--- src/rtl/rtc_spi_pkg.sv ---
package rtc_spi_pkg;
  localparam int BYTE_W     = 8;
  localparam int ADDR_W     = 4;
  localparam int TIME_REGS  = 7;
  localparam int CTRL1_ADDR = 14;
  localparam int CTRL2_ADDR = 15;
  localparam int OSC_BIT    = 4;
  localparam int LV_BIT     = 6;

  typedef logic [BYTE_W-1:0] byte_t;
  typedef logic [ADDR_W-1:0] addr_t;

  typedef enum logic [1:0] {PH_CMD, PH_DATA, PH_IGNORE} phase_t;

  typedef struct packed {
    logic  ok;
    logic  single;
    logic  rd;
    addr_t addr;
  } cmd_t;

  // Split a command byte into address and access kind.
  function automatic cmd_t decode_cmd(byte_t b);
    cmd_t c;
    c.addr   = b[7:4];
    c.single = b[3];
    c.rd     = b[2];
    c.ok     = (b[1:0] == 2'b00);
    return c;
  endfunction

  // Burst address step; the natural overflow gives the 15 -> 0 wrap.
  function automatic addr_t step_addr(addr_t a);
    return a + addr_t'(1);
  endfunction

  // Bits that a write may set in each time register.
  function automatic byte_t time_keep_mask(int idx);
    return (idx == 0) ? byte_t'(8'h7F) : byte_t'(8'hFF);
  endfunction

  // Control 2 write: flag bits can only be cleared by a written zero.
  function automatic byte_t merge_ctrl2(byte_t cur, byte_t wr);
    byte_t r;
    r = wr;
    r[OSC_BIT] = cur[OSC_BIT] & wr[OSC_BIT];
    r[LV_BIT]  = cur[LV_BIT]  & wr[LV_BIT];
    return r;
  endfunction
endpackage

--- src/rtl/rtc_spi_sync.sv ---
module rtc_spi_sync #(
  parameter int WIDTH  = 3,
  parameter int STAGES = 2
) (
  input  logic             clk,
  input  logic             rst_n,
  input  logic [WIDTH-1:0] din,
  output logic [WIDTH-1:0] dout
);
  logic [WIDTH-1:0] pipe [STAGES];

  always_ff @(posedge clk or negedge rst_n) begin
    if (!rst_n) begin
      for (int k = 0; k < STAGES; k++) pipe[k] <= '0;
    end else begin
      pipe[0] <= din;
      for (int k = 1; k < STAGES; k++) pipe[k] <= pipe[k-1];
    end
  end

  assign dout = pipe[STAGES-1];
endmodule

--- src/rtl/rtc_spi_shift.sv ---
module rtc_spi_shift
  import rtc_spi_pkg::*;
(
  input  logic  clk,
  input  logic  rst_n,
  input  logic  sclk_s,
  input  logic  cs_s,
  input  logic  mosi_s,
  input  logic  tx_load,
  input  byte_t tx_byte,
  output logic  miso,
  output logic  byte_done,
  output byte_t rx_byte,
  output logic  cs_rise,
  output logic  cs_fall
);
  localparam int CNT_W = $clog2(BYTE_W);

  logic              sclk_d, cs_d;
  logic [CNT_W-1:0]  bit_cnt;
  logic [BYTE_W-2:0] rx_sr;
  byte_t             tx_sr;
  logic              miso_q;

  // Named edge events, used by the logic and the assertions.
  wire lead_edge  = cs_s &  sclk_s & ~sclk_d;
  wire trail_edge = cs_s & ~sclk_s &  sclk_d;

  assign cs_rise   = cs_s & ~cs_d;
  assign cs_fall   = ~cs_s & cs_d;
  assign byte_done = trail_edge && (bit_cnt == CNT_W'(BYTE_W-1));
  assign rx_byte   = {rx_sr, mosi_s};
  assign miso      = miso_q;

  always_ff @(posedge clk or negedge rst_n) begin
    if (!rst_n) begin
      sclk_d  <= 1'b0;
      cs_d    <= 1'b0;
      bit_cnt <= '0;
      rx_sr   <= '0;
      tx_sr   <= '0;
      miso_q  <= 1'b0;
    end else begin
      sclk_d <= sclk_s;
      cs_d   <= cs_s;
      if (cs_rise) begin
        bit_cnt <= '0;
        tx_sr   <= '0;
        miso_q  <= 1'b0;
      end else if (cs_fall) begin
        miso_q  <= 1'b0;
      end else begin
        if (tx_load) begin
          tx_sr <= tx_byte;
        end else if (lead_edge) begin
          miso_q <= tx_sr[BYTE_W-1];
          tx_sr  <= {tx_sr[BYTE_W-2:0], 1'b0};
        end
        if (trail_edge) begin
          rx_sr   <= {rx_sr[BYTE_W-3:0], mosi_s};
          bit_cnt <= bit_cnt + CNT_W'(1);
        end
      end
    end
  end

  // no data leaves the block while chip select is inactive.
  p_miso_idle_r2: assert property (@(posedge clk) disable iff (!rst_n)
    (!cs_s && !cs_d) |-> !miso);

  // every assertion starts counting bits from zero.
  p_bit_restart_r2: assert property (@(posedge clk) disable iff (!rst_n)
    cs_rise |=> (bit_cnt == '0));
endmodule

--- src/rtl/rtc_spi_regfile.sv ---
module rtc_spi_regfile
  import rtc_spi_pkg::*;
(
  input  logic                        clk,
  input  logic                        rst_n,
  input  logic                        wr_en,
  input  addr_t                       wr_addr,
  input  byte_t                       wr_data,
  input  addr_t                       rd_addr,
  output byte_t                       rd_data,
  input  logic                        commit,
  input  logic                        osc_evt,
  input  logic                        lv_evt,
  output logic [TIME_REGS*BYTE_W-1:0] time_flat,
  output byte_t                       ctrl1,
  output byte_t                       ctrl2
);
  byte_t time_q  [TIME_REGS];
  byte_t stage_q [TIME_REGS];
  logic  dirty_q [TIME_REGS];

  wire wr_ctrl1 = wr_en && (wr_addr == addr_t'(CTRL1_ADDR));
  wire wr_ctrl2 = wr_en && (wr_addr == addr_t'(CTRL2_ADDR));
  wire wr_unimp = wr_en && (int'(wr_addr) >= TIME_REGS) && (int'(wr_addr) < CTRL1_ADDR);

  for (genvar i = 0; i < TIME_REGS; i++) begin : g_time
    localparam byte_t KEEP = time_keep_mask(i);
    always_ff @(posedge clk or negedge rst_n) begin
      if (!rst_n) begin
        time_q[i]  <= '0;
        stage_q[i] <= '0;
        dirty_q[i] <= 1'b0;
      end else begin
        if (wr_en && (wr_addr == addr_t'(i))) begin
          stage_q[i] <= wr_data & KEEP;
          dirty_q[i] <= 1'b1;
        end else if (commit) begin
          dirty_q[i] <= 1'b0;
        end
        if (commit && dirty_q[i]) time_q[i] <= stage_q[i];
      end
    end
    assign time_flat[i*BYTE_W +: BYTE_W] = time_q[i];
  end

  byte_t ctrl2_nxt;
  always_comb begin
    ctrl2_nxt = wr_ctrl2 ? merge_ctrl2(ctrl2, wr_data) : ctrl2;
    if (osc_evt) ctrl2_nxt[OSC_BIT] = 1'b1;
    if (lv_evt)  ctrl2_nxt[LV_BIT]  = 1'b1;
  end

  always_ff @(posedge clk or negedge rst_n) begin
    if (!rst_n) begin
      ctrl1 <= '0;
      ctrl2 <= '0;
    end else begin
      if (wr_ctrl1) ctrl1 <= wr_data;
      ctrl2 <= ctrl2_nxt;
    end
  end

  always_comb begin
    rd_data = '0;
    for (int i = 0; i < TIME_REGS; i++)
      if (rd_addr == addr_t'(i)) rd_data = time_q[i];
    if (rd_addr == addr_t'(CTRL1_ADDR)) rd_data = ctrl1;
    if (rd_addr == addr_t'(CTRL2_ADDR)) rd_data = ctrl2;
  end

  // time outputs only move on the cycle after a commit.
  p_time_atomic_r7: assert property (@(posedge clk) disable iff (!rst_n)
    !$stable(time_flat) |-> $past(commit));

  // seconds bit 7 never appears.
  p_sec_msb_r8: assert property (@(posedge clk) disable iff (!rst_n)
    !time_flat[BYTE_W-1]);

  // flag events always land.
  p_osc_set_r9: assert property (@(posedge clk) disable iff (!rst_n)
    osc_evt |=> ctrl2[OSC_BIT]);
  p_lv_set_r9: assert property (@(posedge clk) disable iff (!rst_n)
    lv_evt |=> ctrl2[LV_BIT]);

  // a zero written to a flag clears it when no event competes.
  p_osc_clear_r10: assert property (@(posedge clk) disable iff (!rst_n)
    (wr_ctrl2 && !wr_data[OSC_BIT] && !osc_evt) |=> !ctrl2[OSC_BIT]);

  // writes to the hole leave every register alone.
  p_unimp_write_r6: assert property (@(posedge clk) disable iff (!rst_n)
    (wr_unimp && !osc_evt && !lv_evt && !commit) |=>
      ($stable(ctrl1) && $stable(ctrl2) && $stable(time_flat)));
endmodule

--- src/rtl/rtc_spi_regs.sv ---
module rtc_spi_regs
  import rtc_spi_pkg::*;
#(
  parameter int SYNC_STAGES = 2
) (
  input  logic                        clk,
  input  logic                        rst_n,
  input  logic                        spi_sclk,
  input  logic                        spi_cs,
  input  logic                        spi_mosi,
  output logic                        spi_miso,
  input  logic                        osc_stop_evt,
  input  logic                        low_volt_evt,
  output logic [TIME_REGS*BYTE_W-1:0] time_regs,
  output logic [BYTE_W-1:0]           ctrl1_reg,
  output logic [BYTE_W-1:0]           ctrl2_reg
);
  logic [2:0] sync_bus;
  logic       sclk_s, cs_s, mosi_s;

  rtc_spi_sync #(.WIDTH(3), .STAGES(SYNC_STAGES)) u_sync (
    .clk  (clk),
    .rst_n(rst_n),
    .din  ({spi_sclk, spi_cs, spi_mosi}),
    .dout (sync_bus)
  );
  assign {sclk_s, cs_s, mosi_s} = sync_bus;

  logic  tx_load, byte_done, cs_rise, cs_fall;
  byte_t tx_byte, rx_byte;

  rtc_spi_shift u_shift (
    .clk      (clk),
    .rst_n    (rst_n),
    .sclk_s   (sclk_s),
    .cs_s     (cs_s),
    .mosi_s   (mosi_s),
    .tx_load  (tx_load),
    .tx_byte  (tx_byte),
    .miso     (spi_miso),
    .byte_done(byte_done),
    .rx_byte  (rx_byte),
    .cs_rise  (cs_rise),
    .cs_fall  (cs_fall)
  );

  phase_t phase_q, phase_d;
  addr_t  addr_q, addr_d, rd_addr;
  logic   single_q, single_d, rd_q, rd_d;
  logic   wr_en;
  byte_t  rd_data;
  cmd_t   cmd_now;

  assign cmd_now = decode_cmd(rx_byte);
  assign rd_addr = (phase_q == PH_CMD) ? cmd_now.addr : step_addr(addr_q);

  always_comb begin
    phase_d  = phase_q;
    addr_d   = addr_q;
    single_d = single_q;
    rd_d     = rd_q;
    wr_en    = 1'b0;
    tx_load  = 1'b0;
    tx_byte  = '0;
    if (cs_rise) begin
      phase_d = PH_CMD;
    end else if (byte_done) begin
      case (phase_q)
        PH_CMD: begin
          if (!cmd_now.ok) begin
            phase_d = PH_IGNORE;
          end else begin
            phase_d  = PH_DATA;
            addr_d   = cmd_now.addr;
            single_d = cmd_now.single;
            rd_d     = cmd_now.rd;
            if (cmd_now.rd) begin
              tx_load = 1'b1;
              tx_byte = rd_data;
            end
          end
        end
        PH_DATA: begin
          wr_en = !rd_q;
          if (single_q) begin
            phase_d = PH_IGNORE;
            tx_load = rd_q;
          end else begin
            addr_d = step_addr(addr_q);
            if (rd_q) begin
              tx_load = 1'b1;
              tx_byte = rd_data;
            end
          end
        end
        default: ;
      endcase
    end
  end

  always_ff @(posedge clk or negedge rst_n) begin
    if (!rst_n) begin
      phase_q  <= PH_CMD;
      addr_q   <= '0;
      single_q <= 1'b0;
      rd_q     <= 1'b0;
    end else begin
      phase_q  <= phase_d;
      addr_q   <= addr_d;
      single_q <= single_d;
      rd_q     <= rd_d;
    end
  end

  rtc_spi_regfile u_regs (
    .clk      (clk),
    .rst_n    (rst_n),
    .wr_en    (wr_en),
    .wr_addr  (addr_q),
    .wr_data  (rx_byte),
    .rd_addr  (rd_addr),
    .rd_data  (rd_data),
    .commit   (cs_fall),
    .osc_evt  (osc_stop_evt),
    .lv_evt   (low_volt_evt),
    .time_flat(time_regs),
    .ctrl1    (ctrl1_reg),
    .ctrl2    (ctrl2_reg)
  );

  // a fresh assertion always starts by expecting a command.
  p_cmd_first_r1: assert property (@(posedge clk) disable iff (!rst_n)
    cs_rise |=> (phase_q == PH_CMD));

  // nothing is written once the access has been used up or rejected.
  p_ignore_no_write_r4: assert property (@(posedge clk) disable iff (!rst_n)
    (phase_q == PH_IGNORE) |-> !wr_en);

  // a burst leaving address 15 continues at address 0.
  p_burst_wrap_r5: assert property (@(posedge clk) disable iff (!rst_n)
    (byte_done && !cs_rise && phase_q == PH_DATA && !single_q && addr_q == addr_t'(15))
      |=> (addr_q == '0));
endmodule

--- config.mk ---
export PLATFORM = sky130hd
export DESIGN_NAME = rtc_spi_regs
export DESIGN_NICKNAME = d
export VERILOG_FILES = /design/src/rtl/rtc_spi_pkg.sv /design/src/rtl/rtc_spi_sync.sv /design/src/rtl/rtc_spi_shift.sv /design/src/rtl/rtc_spi_regfile.sv /design/src/rtl/rtc_spi_regs.sv
export SDC_FILE = /design/constraint.sdc
export NUM_CORES = 1
export LEC_CHECK = 0
export ABC_AREA = 1
export BUFFER_PORTS_ARGS = -buffer_cell sky130_fd_sc_hd__buf_2
export CAP_MARGIN = 20
export CORE_MARGIN = 3
export CORE_UTILIZATION = 40
export DETAILED_ROUTE_END_ITERATION = 10
export PLACE_DENSITY = 0.66
export SYNTH_ARGS = -nofsm -noshare
export SYNTH_HDL_FRONTEND = slang
export SYNTH_SLANG_ARGS = --single-unit
--- constraint.sdc ---
create_clock -name clk -period 1.85 [get_ports clk]
set_input_delay 0.0925 -clock clk [delete_from_list [all_inputs] [get_ports clk]]
set_output_delay 0.0925 -clock clk [all_outputs]
set_load 0.005 [all_outputs]
==> results of run 1 <==
-- worst max-delay path by stage --
stage / from / cells past startpoint / to / slack [ps]
2_1_floorplan: addr_q[0] / 14 / u_shift.tx_sr[3] / -4
3_3_place_gp: addr_q[0] / 15 / u_shift.tx_sr[2] / -200
3_5_place_dp: addr_q[0] / 13 / u_shift.tx_sr[2] / -220
4_1_cts: addr_q[1] / 15 / u_shift.tx_sr[2] / -100
5_1_grt: addr_q[0] / 14 / u_shift.tx_sr[2] / -260
6_report: addr_q[1] / 14 / u_shift.tx_sr[3] / -140
-- synthesized netlist by cell type (all sizes together) --
cell and number:
dfrtp 168, clkinv 2, nor3 7, nand2 171, o21ai 110, a211oi 1, o211ai 3, a21oi 35
clkbuf 10, nand3 32, nand4 23, nor2 50, nor3b 1, a311o 1, inv 71, ha 9
conb 1, buf 13, a2111oi 1, a21boi 1, mux2 39, or2 4
-- per-layer routing --
metal,vias up,GRT usage,wire [microns]
li1,2881,-,-
met1,3072,0.295,9960
met2,180,0.347,11200
met3,35,0.0450,1130
met4,0,0.0652,529
met5,-,0,0
-- power groups by stage --
| stage | Combinational, mW | Sequential (mW) | Clock, mW |
|---|---|---|---|
| floorplan | 0.353 | 3.88 | 0 |
| global placement | 0.727 | 3.90 | 0 |
| detailed placement | 0.735 | 3.90 | 0 |
| CTS | 0.772 | 3.84 | 3.90 |
| global route | 0.928 | 3.85 | 4.06 |
| finish | 0.861 | 3.84 | 3.84 |
-- stage by stage --
| step | TNS, ps | total power, mW | hold WS, ps | utilization |
|---|---|---|---|---|
| 6_report | -754 | 8.55 | 156 | 0.573 |
| 5_1_grt | -4030 | 8.84 | 183 | 0.573 |
| 4_1_cts | -492 | 8.51 | 159 | 0.524 |
| 3_5_place_dp | -1370 | 4.64 | 44.1 | 0.478 |
| 3_3_place_gp | -1120 | 4.63 | 42.7 | 0.478 |
| 2_1_floorplan | -19.7 | 4.24 | -203 | - |
-- timing repair --
action	in CTS	in global routing
setup buffers	4	8
setup endpoints to repair	14	86
pin swaps	12	8
gates resized for setup	26	155
gates cloned	0	13
hold endpoints to repair	173	0
hold buffers	6	0
-- worst reg2reg max path, stage by stage, from the launching register on --
cell and delay (ps):
dfrtp_2 450, inv_2 90, ha_4 200, nand2_1 80, nand2_2 100, nor2_4 240, buf_6 130, nand4_1 90
nand3_1 120, nor2_2 60, nand4_1 70, nand2_1 50, nand2_1 60, nand2_1 50, a21oi_1 110
-- final cells by class --
type / instances / area (sq um)
inverter: 73 / 279
fill: 1494 / 7720
clock inverter: 13 / 188
timing repair buffer: 182 / 1490
sequential: 168 / 4210
clock buffer: 19 / 453
tap: 229 / 287
multi-input combinational: 493 / 3460
-- cell families (layout without fill, tap and decap cells) --
kind of cell               count (synthesis)  count (layout)  synth area share
adders and majority gates                  9               9            0.0152
AOI/OAI and AO/OA                        152             152             0.118
other                                      1               1          0.000507
buffers and inverters                     96             287            0.0547
and+or+nand+nor                          288             292             0.183
DFF                                      168             168             0.569
muxes                                     39              39            0.0594
==> results.txt, run 1 <==
Across the routed clock network, the largest skew measured is 14.5 ps. The die area came out at 20,100 sq um. Cell internal power was estimated by the tool at 6.27 mW. The logs give 0 for the residual DRC count and 0 for the count of maximum capacitance violations. The tools report the root cell of the clock tree as clkbuf_16. The area share of the leading cell type in the synthesized netlist is 0.569, and the detailed-router iteration count before antenna repair is 5. The tools report the nature of the critical path startpoint as a register.

Counting both buffers and inverters, the worst setup path holds a total of 2. Pin count of the biggest net entering global routing: 50. Measured in cells, the most critical reg-to-reg path has a length of 14. In this run the mean area of a mapped cell was 9.82 sq um. The run gives 0.529 as the normalized max-slew margin. The flow ran to the end, but the final reports show violations.

The run gives 0.215 as the global routing usage summed across all routing layers. The run gives 501 MHz as the highest attainable clock frequency. The net total in the final layout is 951. Setup violations remaining at the end of the flow were counted as 17.

Top-level port count: 80. The count of input and output buffers was 78; the overall routed net length was 22,800 microns. The number of different library cells used by synthesis comes to 36.

Clock-pin slew was measured on the worst setup and hold paths at 70 ps. The run gives 440 ps as the clock latency reported for the late side of the worst-skew pair. The cell count after synthesis is 753, and the die span in x is 142 microns. The routability congestion estimate is 0.887, and the chip height is 142 microns. The TritonCTS buffer count is 17, and the share of the cycle needed by the critical path after routing is 1.08. The worst register-to-register path ends at u_shift.tx_sr[3]. The combinational fraction of design power was 0.101; the ratio of cells with drive above 1 in the final layout was 0.441.

Leaving out filler cells and counting taps, the final layout contains 1,177. Data arrives at the worst endpoint at 2360 ps. The transition time of the tightest slew-check pin works out to 706 ps. The minimum setup slack among reg-to-reg paths was -140 ps; the post-detailed-placement cell area was 8640 sq um.

Dividing total power by cell area gives a power density of 825 nW/um^2. For this block, the via count after detailed routing is 6,168. The per-cell routed wire length was 19.4 microns. Relative to the synthesized area, the layout overhead comes to 40.2%. Once detail routing completed, the nets flagged for antenna violations numbered 0.

The clock passes through at most 2 buffers. The number of synthesized register bits was 168. For the number of diodes added for antenna fixing, the log shows 0. The dominant cell type by area after synthesis is dfrtp_1.

Setup repair after global routing could not meet its margin everywhere. In this run the power spent charging and discharging nets is 2.27 mW. The run gives 0.569 as the register area share after synthesis.

The HPWL reported at the end of detailed placement was 14,400 microns; the placement-stage worst setup slack was -225 ps. Of all nets on the critical path, the largest fanout is 8. The tools report the startpoint of the lowest-slack register-to-register path as addr_q[1]. The checks that failed: negative setup slack.

The clock sink total is 168, and the switching share of power is 0.266. Using the TritonRoute via totals, the vias-per-cell ratio works out to 5.24. The run gives 5,888 as the via count of the first global-routing pass. IR analysis of the VDD net gives a maximum drop of 636 uV.

The first global-routing pass estimated 33,000 microns of wire. After the first detailed-routing iteration, the DRC count stood at 474. The total leakage power was 5.05 nW; the placed instance count was 1,114. The cell row count was 49; the sum of overflow across all layers after global routing was 0. The gate family responsible for the most delay along the worst path is simple AND/OR/NAND/NOR gates. The logs give 0.409 for the initial core utilization and 0.450 for the share of total power in sequential cells. TritonCTS built the clock tree. The synthesized net count was 769; the proportion of power drawn by the clock network was 0.450.

Data on the critical path is required at its endpoint by 2220 ps. The most numerous cell type found on the critical path is nand2_1. The min-delay analysis places its worst path in the category input port to async pin. The tools report the endpoint kind of the worst setup timing path as a register. After layout, the minimum clock period comes to 1990 ps.

Leaving out fill and tap cells, the most frequent cells in the layout are 165 x dfrtp_1, 110 x nand2_1, 77 x buf_2. The worst setup path is of the register to register kind. The count of pins over their slew limit came out at 0. The netlist area before placement is 7390 sq um.

By area the synthesized netlist is led by dfrtp_1 57%, nand2_1 8.3%, mux2_2 5.9%. CTS built an H-tree with a depth of 4. The leading cell type in the layout, fill and taps excluded was dfrtp_1. The run gives 0 as the number of warnings issued by yosys. The core region is 18,100 sq um. The tools report the number of antenna violations at the first check in global routing as 0. The area of all placed cells without fillers came out at 10,400 sq um. The critical path goes through inv_2, ha_4, nand2_1, nand2_2, nor2_4, buf_6, nand4_1, nand3_1, nor2_2, nand4_1, nand2_1, nand2_1, nand2_1, a21oi_1.

Final worst setup slack: -144 ps. The cell with the largest stage delay on the worst path was dfrtp_2. Final hold violation count: 0. The largest single stage delay on the critical path is 450 ps.
Note: power is estimated with default switching activity, not from simulation.
==> inputs of run 2 (changes only) <==
--- a/config.mk
+++ b/config.mk
@@ -12,6 +12,7 @@
 export CORE_UTILIZATION = 40
 export DETAILED_ROUTE_END_ITERATION = 10
 export PLACE_DENSITY = 0.66
+export SETUP_SLACK_MARGIN = 0.5
 export SYNTH_ARGS = -nofsm -noshare
 export SYNTH_HDL_FRONTEND = slang
 export SYNTH_SLANG_ARGS = --single-unit
==> run 2 against run 1 <==
Worst setup slack got worse by 19 ps. Clock power down 5%. Sequential share of layout area is 2.8 points lower. Sequential power hardly changed. Die area is the same. Critical endpoint is now u_shift.tx_sr[6]. The run still ends with negative setup slack left. First-iteration DRC count grew 28%.
==> results.txt, run 2 (same netlist as run 1, synthesis figures left out) <==
The post-route total power was 8.48 mW (-0.86%); the count of input and output buffers was 78 (unchanged). The delay of the slowest critical-path stage came out at 430 ps (-20 ps). The switching share of power came out at 0.258 (-0.00757).

Area of the core: 18,100 sq um (unchanged). The pin count of the biggest net entering global routing was 55 (+10%); the wire length on met2 was 11,700 microns (+4.4%). For the final hold violation count, the log shows 0 (unchanged). The gate family responsible for the most delay along the worst path was simple AND/OR/NAND/NOR gates.

The time the final worst path needs with I/O delays and setup is 2010 ps (+19.1 ps), and the peak supply drop is 688 uV (+8.2%). The tools report the global routing usage summed across all routing layers as 0.237 (+0.0212). Cell row count: 49 (unchanged).

The final worst clock skew is 9.93 ps (-4.52 ps). The number of antenna violations at the first check in global routing was 0 (unchanged). Total leakage power: 5.27 nW (+4.2%). The tools report the count of maximum capacitance violations as 0 (unchanged). The via count of the first global-routing pass is 6,386 (+8.5%). TritonCTS built the clock tree.

The root cell of the clock tree is clkbuf_16. The initial core utilization was 0.409 (unchanged). The tools report the combinational fraction of design power as 0.115 (+0.014). The tools report the total internal power as 6.28 mW (+0.16%).

The tools report the net total in the final layout as 980 (+3.0%). Traced cell by cell, the critical path runs through buf_6, nand4_1, nand3_1, nand2_2, buf_6, buf_4, nand4_1, nand3_2, nor2_2, nand4_1, nand2_1, nand2_1, nand2_1, a21oi_2. The detailed-router iteration count before antenna repair came out at 6 (+1). The run gives 80 (unchanged) as the top-level port count.

The routability congestion estimate was 0.886 (-0.16%). The logs give 2320 ps (-40 ps) for the signal arrival time at the worst endpoint and 2 (unchanged) for the number of buffers on the longest clock path. Critical-path maximum fanout: 4 (-4).

The number of H-tree branching levels is 4 (unchanged). The die area is 20,100 sq um (unchanged). The share of total power in sequential cells is 0.453 (+0.003).

The logs give 0 (unchanged) for the count of pins over their slew limit and 0 (unchanged) for the number of nets with antenna violations after routing. For the TritonCTS buffer count, the log shows 17 (unchanged). The run gives 8 (-9) as the number of endpoints failing setup at the final stage. The run gives 1,394 (-6.7%) as the fill cell total of the finished layout. The library cell used most frequently in the layout, excluding fill and tap cells, is dfrtp_1. The detail-routed via count per cell works out to 5.38 (+2.6%). The tools report the highest attainable clock frequency as 497 MHz (-0.95%). Nature of the critical path startpoint: a register. The clock edge transition at the registers on the reported setup and hold paths was 70 ps (about the same). The run finished, with violations left.

The type of the worst setup path was register to register. The run gives 0.431 (-0.019) as the proportion of power drawn by the clock network. Ratio of cells with drive above 1 in the final layout: 0.521 (+0.0801). Setup repair after global routing could not meet its margin everywhere. Buffering stage count on the worst path with inverters included: 3 (+1).

The run gives 2.19 mW (-3.7%) as the net switching power. The sum of routed wire segments on met1 is 10,200 microns (+2.5%), and the clock sink total is 168 (unchanged). The clock latency reported for the late side of the worst-skew pair is 430 ps (about the same), and the per-cell routed wire length is 20.0 microns (+3.2%).

The worst setup path is captured at a register. The detailed router used layers up to and including met4. The via count was 6,486 (+5.2%). The share of the cycle needed by the critical path after routing works out to 1.09 (+0.0103). The post-layout instance count excluding filler cells is 1,206 (+2.5%), and the count of routing violations after the opening detailed-route iteration is 607 (+28%). The run gives 2160 ps (-60 ps) as the worst path required time. For the wire length on met3, the log shows 1540 microns (+36%). In the layout the commonest cells are 166 x dfrtp_1, 97 x nand2_1, 77 x buf_2. The residual DRC count was 0 (unchanged).

The die span in x came out at 142 microns (unchanged). The number of diodes added for antenna fixing was 0 (unchanged). The HPWL reported at the end of detailed placement came out at 14,500 microns (+0.48%).

The first-pass GRT wire length is 36,300 microns (+10%). The area growth from synthesis to layout was 50.6%; the power density relative to cell area was 761 nW/um^2 (-7.7%). The sum of overflow across all layers after global routing is 0 (unchanged). The final worst setup slack is -163 ps (-19.1 ps), and the chip height is 142 microns (unchanged). The final reports fail on negative setup slack. Class of the tightest hold or removal check: input port to async pin. The overall routed net length is 24,100 microns (+5.7%), and the placed instance count is 1,107 (-0.63%).

Cell with the largest stage delay on the worst path: dfrtp_2.
-- run 2: changes by cell type in the layout (fill, tap and decap cells not counted), sizes merged --
cell,before,now
nand2,174,176
inv,76,74
bufinv,3,2
clkbuf,27,23
nand3,33,42
buf,168,194
clkinvlp,2,4
clkinv,5,2
-- run 2: stage by stage --
stage	cell area [sq um]	hold slack, ps	TNS (ps)	setup WS (ps)	utilization
final	11100	77.3	-956	-163	0.616
after global routing	11100	82.1	-2690	-278	0.616
after CTS	10500	60.3	-723	-133	0.581
after detailed placement	8750	-48.1	-1470	-248	0.484
after global placement	8750	-50.7	-1100	-188	0.484
after floorplan	7700	-203	-19.7	-3.94	-
-- run 2: final cells by class --
type,instances,area [sq um],area share
Timing Repair Buffer,200,1600,0.144
Tap cell,229,287,0.0257
Clock inverter,9,113,0.0101
Clock buffer,23,498,0.0447
Inverter,73,289,0.0260
Multi-Input combinational cell,504,4140,0.372
Sequential cell,168,4210,0.378
-- run 2: power by group through the flow --
| stage | sequential, mW | clock (mW) | combinational (mW) |
|---|---|---|---|
| 3_3_place_gp | 3.90 | 0 | 0.759 |
| 4_1_cts | 3.84 | 3.69 | 0.893 |
| 5_1_grt | 3.85 | 3.84 | 1.06 |
| 3_5_place_dp | 3.90 | 0 | 0.774 |
| 2_1_floorplan | 3.89 | 0 | 0.376 |
| 6_report | 3.84 | 3.66 | 0.977 |
-- run 2: final timing paths --
kind	slack (ps)	startpoint	endpoint	cells after the start
max	-160	addr_q[1]	u_shift.tx_sr[6]	14
min	80	rst_n	u_regs.stage_q[7]	2
max reg2reg	-160	addr_q[1]	u_shift.tx_sr[6]	14
min reg2reg	350	u_sync.pipe[3]	u_sync.dout[0]	0
max in group asynchronous	1180	rst_n	u_regs.dirty_q[3]	3
min in group clk	310	spi_mosi	u_sync.pipe[3]	2
-- run 2: metal layers --
layer	global-route usage	vias to the layer above
li1	-	2972
met1	0.323	3199
met2	0.371	264
met3	0.0588	51
met4	0.0808	0
met5	0	-
-- run 2: what timing repair did --
action	4_1_cts	5_1_grt
setup endpoints to repair	158	160
setup buffers	32	13
gates cloned	16	0
endpoints found under the hold margin	173	0
hold buffers	6	0
gates resized for setup	171	144
pin swaps	42	44
